**config.mk**
```make
export PLATFORM = sky130hd
export DESIGN_NAME = cmpl_post_seq
export DESIGN_NICKNAME = d
export VERILOG_FILES = /design/src/rtl/cpsq_pkg.sv /design/src/rtl/cpsq_entry_buf.sv /design/src/rtl/cpsq_verify.sv /design/src/rtl/cmpl_post_seq.sv
export SDC_FILE = /design/constraint.sdc
export NUM_CORES = 2
export LEC_CHECK = 0
export ABC_AREA = 1
export BUFFER_PORTS_ARGS = -buffer_cell sky130_fd_sc_hd__buf_2
export CAP_MARGIN = 20
export CORE_MARGIN = 3
export CORE_UTILIZATION = 30
export CTS_CLUSTER_DIAMETER = 100
export DETAILED_ROUTE_END_ITERATION = 8
export GPL_TIMING_DRIVEN = 0
export HOLD_SLACK_MARGIN = 0.12
export MAX_ROUTING_LAYER = met4
export PLACE_DENSITY_LB_ADDON = 0.15
export SLEW_MARGIN = 20
export SYNTH_ARGS = -nofsm -noshare
export SYNTH_HDL_FRONTEND = slang
export SYNTH_SLANG_ARGS = --single-unit
```
**constraint.sdc**
```tcl
create_clock -name clk -period 2.9 [get_ports clk]
set_clock_uncertainty 0.05 [all_clocks]
set_input_delay 0.58 -clock clk [delete_from_list [all_inputs] [get_ports clk]]
set_output_delay 0.58 -clock clk [all_outputs]
set_load 0.1 [all_outputs]
```
**src/rtl/cpsq_pkg.sv**
```systemverilog
package cpsq_pkg;
    typedef enum logic [1:0] {
        ST_IDLE   = 2'd0,
        ST_ENTRY  = 2'd1,
        ST_VERIFY = 2'd2,
        ST_BELL   = 2'd3
    } cpsq_state_e;

    localparam logic [3:0] CMD_MEM_WR     = 4'b0111;
    localparam logic [3:0] CMD_MEM_WR_BLK = 4'b1111;
    localparam logic [3:0] CMD_MEM_RD_BLK = 4'b1110;
endpackage

```
**src/rtl/cpsq_entry_buf.sv**
```systemverilog
module cpsq_entry_buf #(
    parameter int BEAT_W = 64,
    parameter int BEATS  = 8,
    parameter int SEL_W  = 3
) (
    input  logic                    clk,
    input  logic                    rst_n,
    input  logic                    load,
    input  logic [BEAT_W*BEATS-1:0] din,
    input  logic [SEL_W-1:0]        sel,
    output logic [BEAT_W-1:0]       dout
);
    logic [BEAT_W-1:0] word_q [BEATS];

    for (genvar g = 0; g < BEATS; g++) begin : g_word
        always_ff @(posedge clk or negedge rst_n) begin
            if (!rst_n) begin
                word_q[g] <= '0;
            end else if (load) begin
                word_q[g] <= din[g*BEAT_W +: BEAT_W];
            end
        end
    end

    always_comb begin
        dout = '0;
        for (int i = 0; i < BEATS; i++) begin
            if (sel == SEL_W'(i)) begin
                dout = word_q[i];
            end
        end
    end
endmodule

```
**src/rtl/cpsq_verify.sv**
```systemverilog
module cpsq_verify #(
    parameter int BEAT_W = 64
) (
    input  logic              clk,
    input  logic              rst_n,
    input  logic              active,
    input  logic              rvalid,
    input  logic [BEAT_W-1:0] rdata,
    input  logic [BEAT_W-1:0] expect_w,
    input  logic              done,
    input  logic              abort,
    output logic              stale_err
);
    typedef struct packed {
        logic mism;
        logic stale;
    } vst_t;

    vst_t q, n;

    always_comb begin
        n = q;
        if (active) begin
            if (rvalid && (rdata != expect_w)) begin
                n.mism = 1'b1;
            end
            if (abort) begin
                n.mism = 1'b0;
            end else if (done) begin
                n.stale = q.stale | n.mism;
                n.mism  = 1'b0;
            end
        end
    end

    always_ff @(posedge clk or negedge rst_n) begin
        if (!rst_n) begin
            q <= '0;
        end else begin
            q <= n;
        end
    end

    assign stale_err = q.stale;
endmodule

```
**src/rtl/cmpl_post_seq.sv**
```systemverilog
module cmpl_post_seq
    import cpsq_pkg::*;
#(
    parameter int ADDR_W      = 64,
    parameter int BEAT_W      = 64,
    parameter int ENTRY_BYTES = 64,
    parameter int SEQ_W       = 32,
    parameter int BELL_BYTES  = 4
) (
    input  logic                               clk,
    input  logic                               rst_n,
    input  logic                               cfg_plain_wr,
    input  logic                               cfg_verify,
    input  logic                               rec_valid,
    output logic                               rec_ready,
    input  logic [ENTRY_BYTES*8-1:0]           rec_entry,
    input  logic [ADDR_W-1:0]                  rec_entry_addr,
    input  logic [ADDR_W-1:0]                  rec_bell_addr,
    output logic                               bm_req,
    output logic [3:0]                         bm_cmd,
    output logic [ADDR_W-1:0]                  bm_addr,
    output logic [$clog2(ENTRY_BYTES+1)-1:0]   bm_len,
    output logic                               bm_no_snoop,
    output logic                               bm_relaxed_ord,
    output logic [BEAT_W-1:0]                  bm_wdata,
    input  logic                               bm_wready,
    input  logic                               bm_rvalid,
    input  logic [BEAT_W-1:0]                  bm_rdata,
    input  logic                               bm_done,
    input  logic                               bm_abort,
    output logic                               irq,
    input  logic                               irq_clr,
    output logic                               stale_err
);
    localparam int ENTRY_W = ENTRY_BYTES * 8;
    localparam int BEATS   = ENTRY_W / BEAT_W;
    localparam int SEL_W   = (BEATS > 1) ? $clog2(BEATS) : 1;
    localparam int LEN_W   = $clog2(ENTRY_BYTES + 1);

    typedef struct packed {
        cpsq_state_e       state;
        logic [SEL_W-1:0]  beat;
        logic              gap;
        logic [SEQ_W-1:0]  seq;
        logic              irq;
        logic [ADDR_W-1:0] ent_addr;
        logic [ADDR_W-1:0] bell_addr;
        logic              plain;
        logic              verify;
    } ctl_t;

    ctl_t q, n;

    logic              live;
    logic              accept;
    logic              in_verify;
    logic              beat_step;
    logic [BEAT_W-1:0] buf_word;
    logic [3:0]        wr_cmd;

    assign live      = (q.state != ST_IDLE) && !q.gap;
    assign accept    = (q.state == ST_IDLE) && rec_valid;
    assign in_verify = live && (q.state == ST_VERIFY);
    assign beat_step = in_verify ? bm_rvalid : bm_wready;
    assign wr_cmd    = q.plain ? CMD_MEM_WR : CMD_MEM_WR_BLK;

    cpsq_entry_buf #(
        .BEAT_W (BEAT_W),
        .BEATS  (BEATS),
        .SEL_W  (SEL_W)
    ) u_buf (
        .clk   (clk),
        .rst_n (rst_n),
        .load  (accept),
        .din   (rec_entry),
        .sel   (q.beat),
        .dout  (buf_word)
    );

    cpsq_verify #(
        .BEAT_W (BEAT_W)
    ) u_verify (
        .clk       (clk),
        .rst_n     (rst_n),
        .active    (in_verify),
        .rvalid    (bm_rvalid),
        .rdata     (bm_rdata),
        .expect_w  (buf_word),
        .done      (bm_done),
        .abort     (bm_abort),
        .stale_err (stale_err)
    );

    always_comb begin
        n     = q;
        n.gap = 1'b0;
        if (irq_clr) begin
            n.irq = 1'b0;
        end
        if (q.state == ST_IDLE) begin
            if (rec_valid) begin
                n.state     = ST_ENTRY;
                n.beat      = '0;
                n.seq       = q.seq + SEQ_W'(1);
                n.ent_addr  = rec_entry_addr;
                n.bell_addr = rec_bell_addr;
                n.plain     = cfg_plain_wr;
                n.verify    = cfg_verify;
            end
        end else if (live) begin
            if (bm_abort) begin
                n.gap  = 1'b1;
                n.beat = '0;
            end else if (bm_done) begin
                n.beat = '0;
                case (q.state)
                    ST_ENTRY:  n.state = q.verify ? ST_VERIFY : ST_BELL;
                    ST_VERIFY: n.state = ST_BELL;
                    default: begin
                        n.state = ST_IDLE;
                        n.irq   = 1'b1;
                    end
                endcase
            end else if (beat_step) begin
                n.beat = q.beat + SEL_W'(1);
            end
        end
    end

    always_ff @(posedge clk or negedge rst_n) begin
        if (!rst_n) begin
            q       <= '0;
            q.state <= ST_IDLE;
        end else begin
            q <= n;
        end
    end

    always_comb begin
        bm_cmd   = wr_cmd;
        bm_addr  = q.ent_addr;
        bm_len   = LEN_W'(ENTRY_BYTES);
        bm_wdata = '0;
        case (q.state)
            ST_ENTRY:  bm_wdata = buf_word;
            ST_VERIFY: bm_cmd   = CMD_MEM_RD_BLK;
            ST_BELL: begin
                bm_addr  = q.bell_addr;
                bm_len   = LEN_W'(BELL_BYTES);
                bm_wdata = {{(BEAT_W-SEQ_W){1'b0}}, q.seq};
            end
            default: ;
        endcase
    end

    assign bm_req         = live;
    assign rec_ready      = (q.state == ST_IDLE);
    assign bm_no_snoop    = 1'b0;
    assign bm_relaxed_ord = 1'b0;
    assign irq            = q.irq;
endmodule

```
== Word-level counts from Yosys, hierarchy flattened ==
Cells that the tools add are included.
Operators by class
  equality and inequality tests: 13
  add/sub/neg operators: 2
  reduce and logical (&&, ||, !) cells: 16
  muxes and demuxes: 36
  bitwise gates (word level): 2
Operators with widths (count)
  two-way mux 64 bit: 9
  one-hot mux 64 bit (2 select lines): 1
  inequality test 64 bit: 1
  adder 32 x 1 -> 32 bit (second input constant): 1
  two-way mux 1 bit: 13
  == test 3 bit (second input constant): 4
  two-way mux 5 bit: 2
  two-way mux 3 bit: 3
  two-way mux 4 bit: 2
  two-way mux 7 bit: 1
  == test 3 x 2 -> 1 bit (second input constant): 2
  two-way mux 2 bit: 3
  two-way mux 6 bit: 1
  AND reduction 3 bit: 2
  nonzero test 2 bit: 3
  == test 2 bit (second input constant): 2
  logical AND 1 bit: 4
  inequality test 2 bit (second input constant): 2
  one-hot mux 2 bit (2 select lines): 1
  AND reduction 4 bit: 1
  nonzero test 4 bit: 1
  adder 3 x 1 -> 3 bit (second input constant): 1
  == test 3 x 1 -> 1 bit (second input constant): 1
  logical NOT 3 bit: 1
  other kinds (7): 7
Storage, ports and cells
  bits of input ports: 714
  word-level logic and storage cells: 88
  register bits: 683

== Logic depth before layout (Yosys ltp) ==
  depth in word-level cells: 16
  mapped depth: 27
  mapped depth without buffers: 27

== Hierarchy ==
From an unflattened synthesis, not the netlist that was laid out.
Second synthesis, totals
  cells, all modules: 3545
  area total of the unflattened synthesis: 32792.7 µm²
Modules (own cells, without submodules)
  cpsq_entry_buf: cells an instance 2029, area an instance 22950.8 µm², times used 1, seq. area each 12812.3 µm²
  cmpl_post_seq: cells an instance 1180, area an instance 8476.9 µm², times used 1, seq. area each 4229.1 µm²
  cpsq_verify: cells an instance 336, area an instance 1365.1 µm², times used 1, seq. area each 50.0 µm²

== Worst setup path before layout ==
OpenSTA, ideal clock, no wires.
  path type: register to output
  start point: reg q[166] (netlist bit)
  end point: out bm_wdata[28]
  slack: -1699 ps
  cell stages (with the launch flop): 16
  arrival time: 3969 ps
  path buffers: 3
  cells stage by stage: dfrtp_1 > inv_2 > buf_2 > ha_1 > buf_2 > clkbuf_1 > nand2_1 > nand2_1 > inv_1 > nand2_1 > nand2_1 > nand2_1 > nand2_1 > nand2_1 > nand2_1 > o21ai_0
Between the ends
  longest elaborated chain between the ends: 10
Ends and longest elaborated chain
  start: declaration: RTL line cmpl_post_seq.sv:52  | ctl_t q, n;
  start signal: assignment: RTL line cmpl_post_seq.sv:135  | q <= n;
  logical NOT 3 bit: RTL line cpsq_entry_buf.sv:28  | if (sel == SEL_W'(i)) begin
  two-way mux 64 bit (7 in series): RTL line cpsq_entry_buf.sv:28
  two-way mux 64 bit (*): RTL line cpsq_entry_buf.sv:28
  one-hot mux 64 bit (2 select lines) (*): RTL line cmpl_post_seq.sv:144  | case (q.state)
  end: declaration: RTL line cmpl_post_seq.sv:25  | output logic [BEAT_W-1:0] bm_wdata,
Every way passes the cells marked *; elsewhere a longest branch is shown, timed or not.

== Final worst setup path ==
  start point: reg q[164] (netlist bit)
  end point: out bm_wdata[17]
Same word-level chain as after synthesis.

==> results.md <==
| Quantity | This run | Unit |
|:---|:---|:---|
| Sequential group share of total power | 23.7 | % |
| Count of standard-cell rows | 124 | - |
| IO Port Bufs | 849 | - |
| Top achievable clock speed | 272 | MHz |
| Worst slew margin relative to its limit | 39.2 | % |
| Fraction of final layout cells sized beyond drive strength 1 | 31.1 | % |
| Count of warnings emitted by yosys | 0 | - |
| Initial core utilization | 30.4 | % |
| Crit path launch | q[164] | - |
| GRT Resource Usage Total | 30.5 | % |
| Total number of vias | 39500 | - |
| Most common library cell in the layout ignoring fill and taps | nand2_1 | - |
| Number of hold violations in the final report | 0 | - |
| Part of the cycle the worst path needs | 127 | % |
| Crit start category | flip-flop | - |
| Gate Count Post-Synth | 5097 | - |
| Max capacitance violation total | 0 | - |
| Clock transition at the register clock pins on the worst setup and hold paths after CTS | 0.06 | ns |
| Buffer levels on the longest clock path | 3 | - |
| Worst hold path type | in2reg | - |
| Worst Path Required | 2.27 | ns |
| Clock network fraction of total power | 15.7 | % |
| Routability Congestion | 0.925 | - |
| HPWL reported at the end of detailed placement | 140 | mm |
| Leakage power total | 0.0306 | uW |
| CP Max Fanout | 5 | - |
| 1st-pass router iterations | 6 | - |
| Run status | complete, but fails checks | - |
| Commonest non-fill, non-tap cells in the layout | 2604 x nand2_1, 724 x buf_2, 681 x dfrtp_1 | - |
| Clock tree from TritonCTS | done | - |
| CP arrival | 3.04 | ns |
| Residual DRC count | 0 | - |
| Floorplan Core Area | 115000 | sq um |
| Slew at the pin with the worst max-slew slack | 0.912 | ns |
| Count of routing violations after the opening detailed-route iteration | 2919 | - |
| Via count of the first global-routing pass | 40000 | - |
| Share of the yosys chip area belonging to registers | 49.0 | % |
| Global route total overflow | 0 | - |
| Distinct cell type count of the synthesized netlist | 35 | - |
| End of the worst register-to-register path | u_verify.stale_err | - |
| Kind of end point of the critical path | output pin | - |
| DR vias/cell | 4.67 | - |
| Internal power summed over all cells | 34700 | uW |
| Clk sinks | 683 | - |
| Area overhead of the layout relative to synthesis | 67.5 | % |
| First-pass GRT wire length | 262 | mm |
| Post-route non-filler standard cell count | 8443 | - |
| Top-level I/O count | 859 | - |
| Slew Viols, Final | 0 | - |
| Worst Reg-to-Reg Cells | 27 | - |
| R2R setup slack | -0.41 | ns |
| Worst IR drop on VDD | 1400 | uV |
| Cell breakdown of the critical path | buf_6 > ha_4 > ha_4 > inv_6 > buf_6 > buf_6 > o21ai_0 > inv_1 > nand2_2 > nand2_2 > nand2_2 > nand2_2 > nand2_2 > nand2_4 > nand2_4 > o22ai_4 > buf_12 | - |
| Number of buffers created by CTS | 86 | - |
| Die X | 347 | microns |
| Total area of multi-input combinational cells | 19400 | sq um |
| Number of nets at the end of the flow | 7533 | - |
| Mapped Area | 34900 | sq um |
| Origin of the critical flop-to-flop path | q[164] | - |
| Area taken by flip-flops and latches | 17100 | sq um |
| Final hold slack | 0.134 | ns |
| Most prevalent standard cell on the critical path | nand2_2 | - |
| Final critical-path required period | 3.67 | ns |
| Final Power | 70400 | uW |
| Classification of the worst setup path | reg2out | - |
| Final routed wirelength across all metal layers | 184 | mm |
| Violations in the final reports | negative setup slack | - |
| Crit path largest cell delay | 0.45 | ns |
| Setup violators final | 75 | - |
| Average wire per standard cell | 21.8 | microns |
| Fraction of power spent switching nets | 50.7 | % |
| Total Die Area | 120000 | sq um |
| H-tree lvl count | 3 | - |
| RSZ-0062 raised after global routing | yes | - |
| Total power density per cell area | 1200 | nW/um^2 |
| Clock root buffer | clkbuf_16 | - |
| #FFs+latches synth | 683 | - |
| Number of nets with antenna violations after routing | 0 | - |
| Switching component of the power | 35700 | uW |
| Combinational share of power | 60.6 | % |
| Slowest CP cell | dfrtp_2 | - |
| Largest net degree at the start of global routing | 93 | - |
| Clock insertion delay at the later pin of the skew report | 0.68 | ns |
| Placed instance count | 7474 | - |
| Number of antenna violations at the first check in global routing | 53 | - |
| Capturing element of the worst setup path | bm_wdata[17] | - |
| Final setup slack of the worst path | -0.773 | ns |
| Average size of a mapped cell | 6.84 | sq um |
| Die H | 347 | microns |
| Number of fillers in the final layout | 11200 | - |
[kinds of logic after synthesis]
group	share of synthesized area, %
DFF	49.0
and+or+nand+nor	41.5
adders and majority gates	0.395
other	0.0215
AOI/OAI and AO/OA	1.82
xor gates and xnor gates	0.678
buffers and inverters	6.58
[registers in the layout (all words and copies together) (netlist names)]
register	count
u_verify.stale_err	1
q	168
u_verify.q	1
irq	1
u_buf.word_q	512
[timing repair]
action                     4_1_cts  5_1_grt
pin swaps                      144      276
setup buffers                   78       65
setup endpoints to repair      767      174
hold endpoints to repair       690        0
resized for setup             1207      530
cloned                           4       14
hold buffers                   613        0
[power groups by stage]
stage / Combinational [uW] / Sequential [uW] / Clock, uW
final: 42600 / 16700 / 11100
after global routing: 45400 / 17100 / 11700
after CTS: 40000 / 16500 / 11300
after detailed placement: 31800 / 16500 / 0
after global placement: 31600 / 16500 / 0
after floorplan: 22200 / 15700 / 0
[Yosys cell counts, drive strengths merged]
master	count	area, sq um
nand4	9	62.6
nand3b	48	360
a21oi	3	15.0
nand2	3143	11800
o32ai	1	8.76
nand3	120	606
or2	101	632
nor2	237	910
o221ai	1	8.76
o21ai	90	450
xor2	22	193
o22ai	24	150
inv	304	1140
conb	2	7.51
clkbuf	196	736
xnor2	5	43.8
clkinv	3	11.3
buf	78	407
nor4	4	25.0
dfrtp	683	17100
ha	11	138
nor3	12	75.1
[worst max-delay path, delay by kind of cell (launching register included)]
kind / cells / cell delay, ns
AO/OA/AOI/OAI: 2 / 0.21
flip-flops: 1 / 0.45
adder cells (fa/ha/maj): 2 / 0.39
AND/OR/NAND/NOR: 7 / 0.51
buffers and inverters: 6 / 0.78
[how the worst min path moves through the flow]
stage	depth (start not counted)	from	slack, ns	endpoint
after floorplan	0	rst_n	0.23	irq
after global placement	2	u_verify.stale_err	0.40	u_verify.stale_err
after detailed placement	2	u_verify.stale_err	0.40	u_verify.stale_err
after CTS	3	rec_entry_addr[52]	0.12	q[118]
after global routing	3	rec_entry[321]	0.13	u_buf.word_q[129]
final	3	rec_entry[321]	0.13	u_buf.word_q[129]
[routing by layer]
metal,track usage (%),part of all wire [%],up-vias
met5,-,0,-
met4,12.5,4.8,0
met3,4.78,6.4,371
met2,49.8,47,1469
met1,37.8,41,18800
li1,-,-,18800
[metrics by stage]
| stage | worst slack [ns] | TNS (ns) | util (%) | instance area (sq um) |
|---|---|---|---|---|
| final | -0.773 | -45.79 | 50.9 | 58400 |
| after global routing | -0.903 | -56.73 | 50.9 | 58400 |
| after CTS | -0.875 | -51.86 | 48.7 | 55900 |
| after detailed placement | -1.45 | -275.57 | 36.7 | 42100 |
| after global placement | -16.31 | - | 36.4 | 41800 |
| after floorplan | -0.0241 | -0.253 | - | 35700 |
[layout make-up]
| type | count | share of cell area [%] |
|---|---|---|
| Multi-Input combinational cell | 3840 | 33.2 |
| Sequential cell | 683 | 29.3 |
| Timing Repair Buffer | 1618 | 23.6 |
| Clock buffer | 124 | 4.32 |
| Buffer | 270 | 3.49 |
| Tap cell | 1512 | 3.24 |
| Inverter | 307 | 2.07 |
| Clock inverter | 30 | 0.593 |
| Antenna cell | 57 | 0.244 |
| Timing Repair inverter | 2 | 0.0343 |
Power figures use the tool's default switching activity.
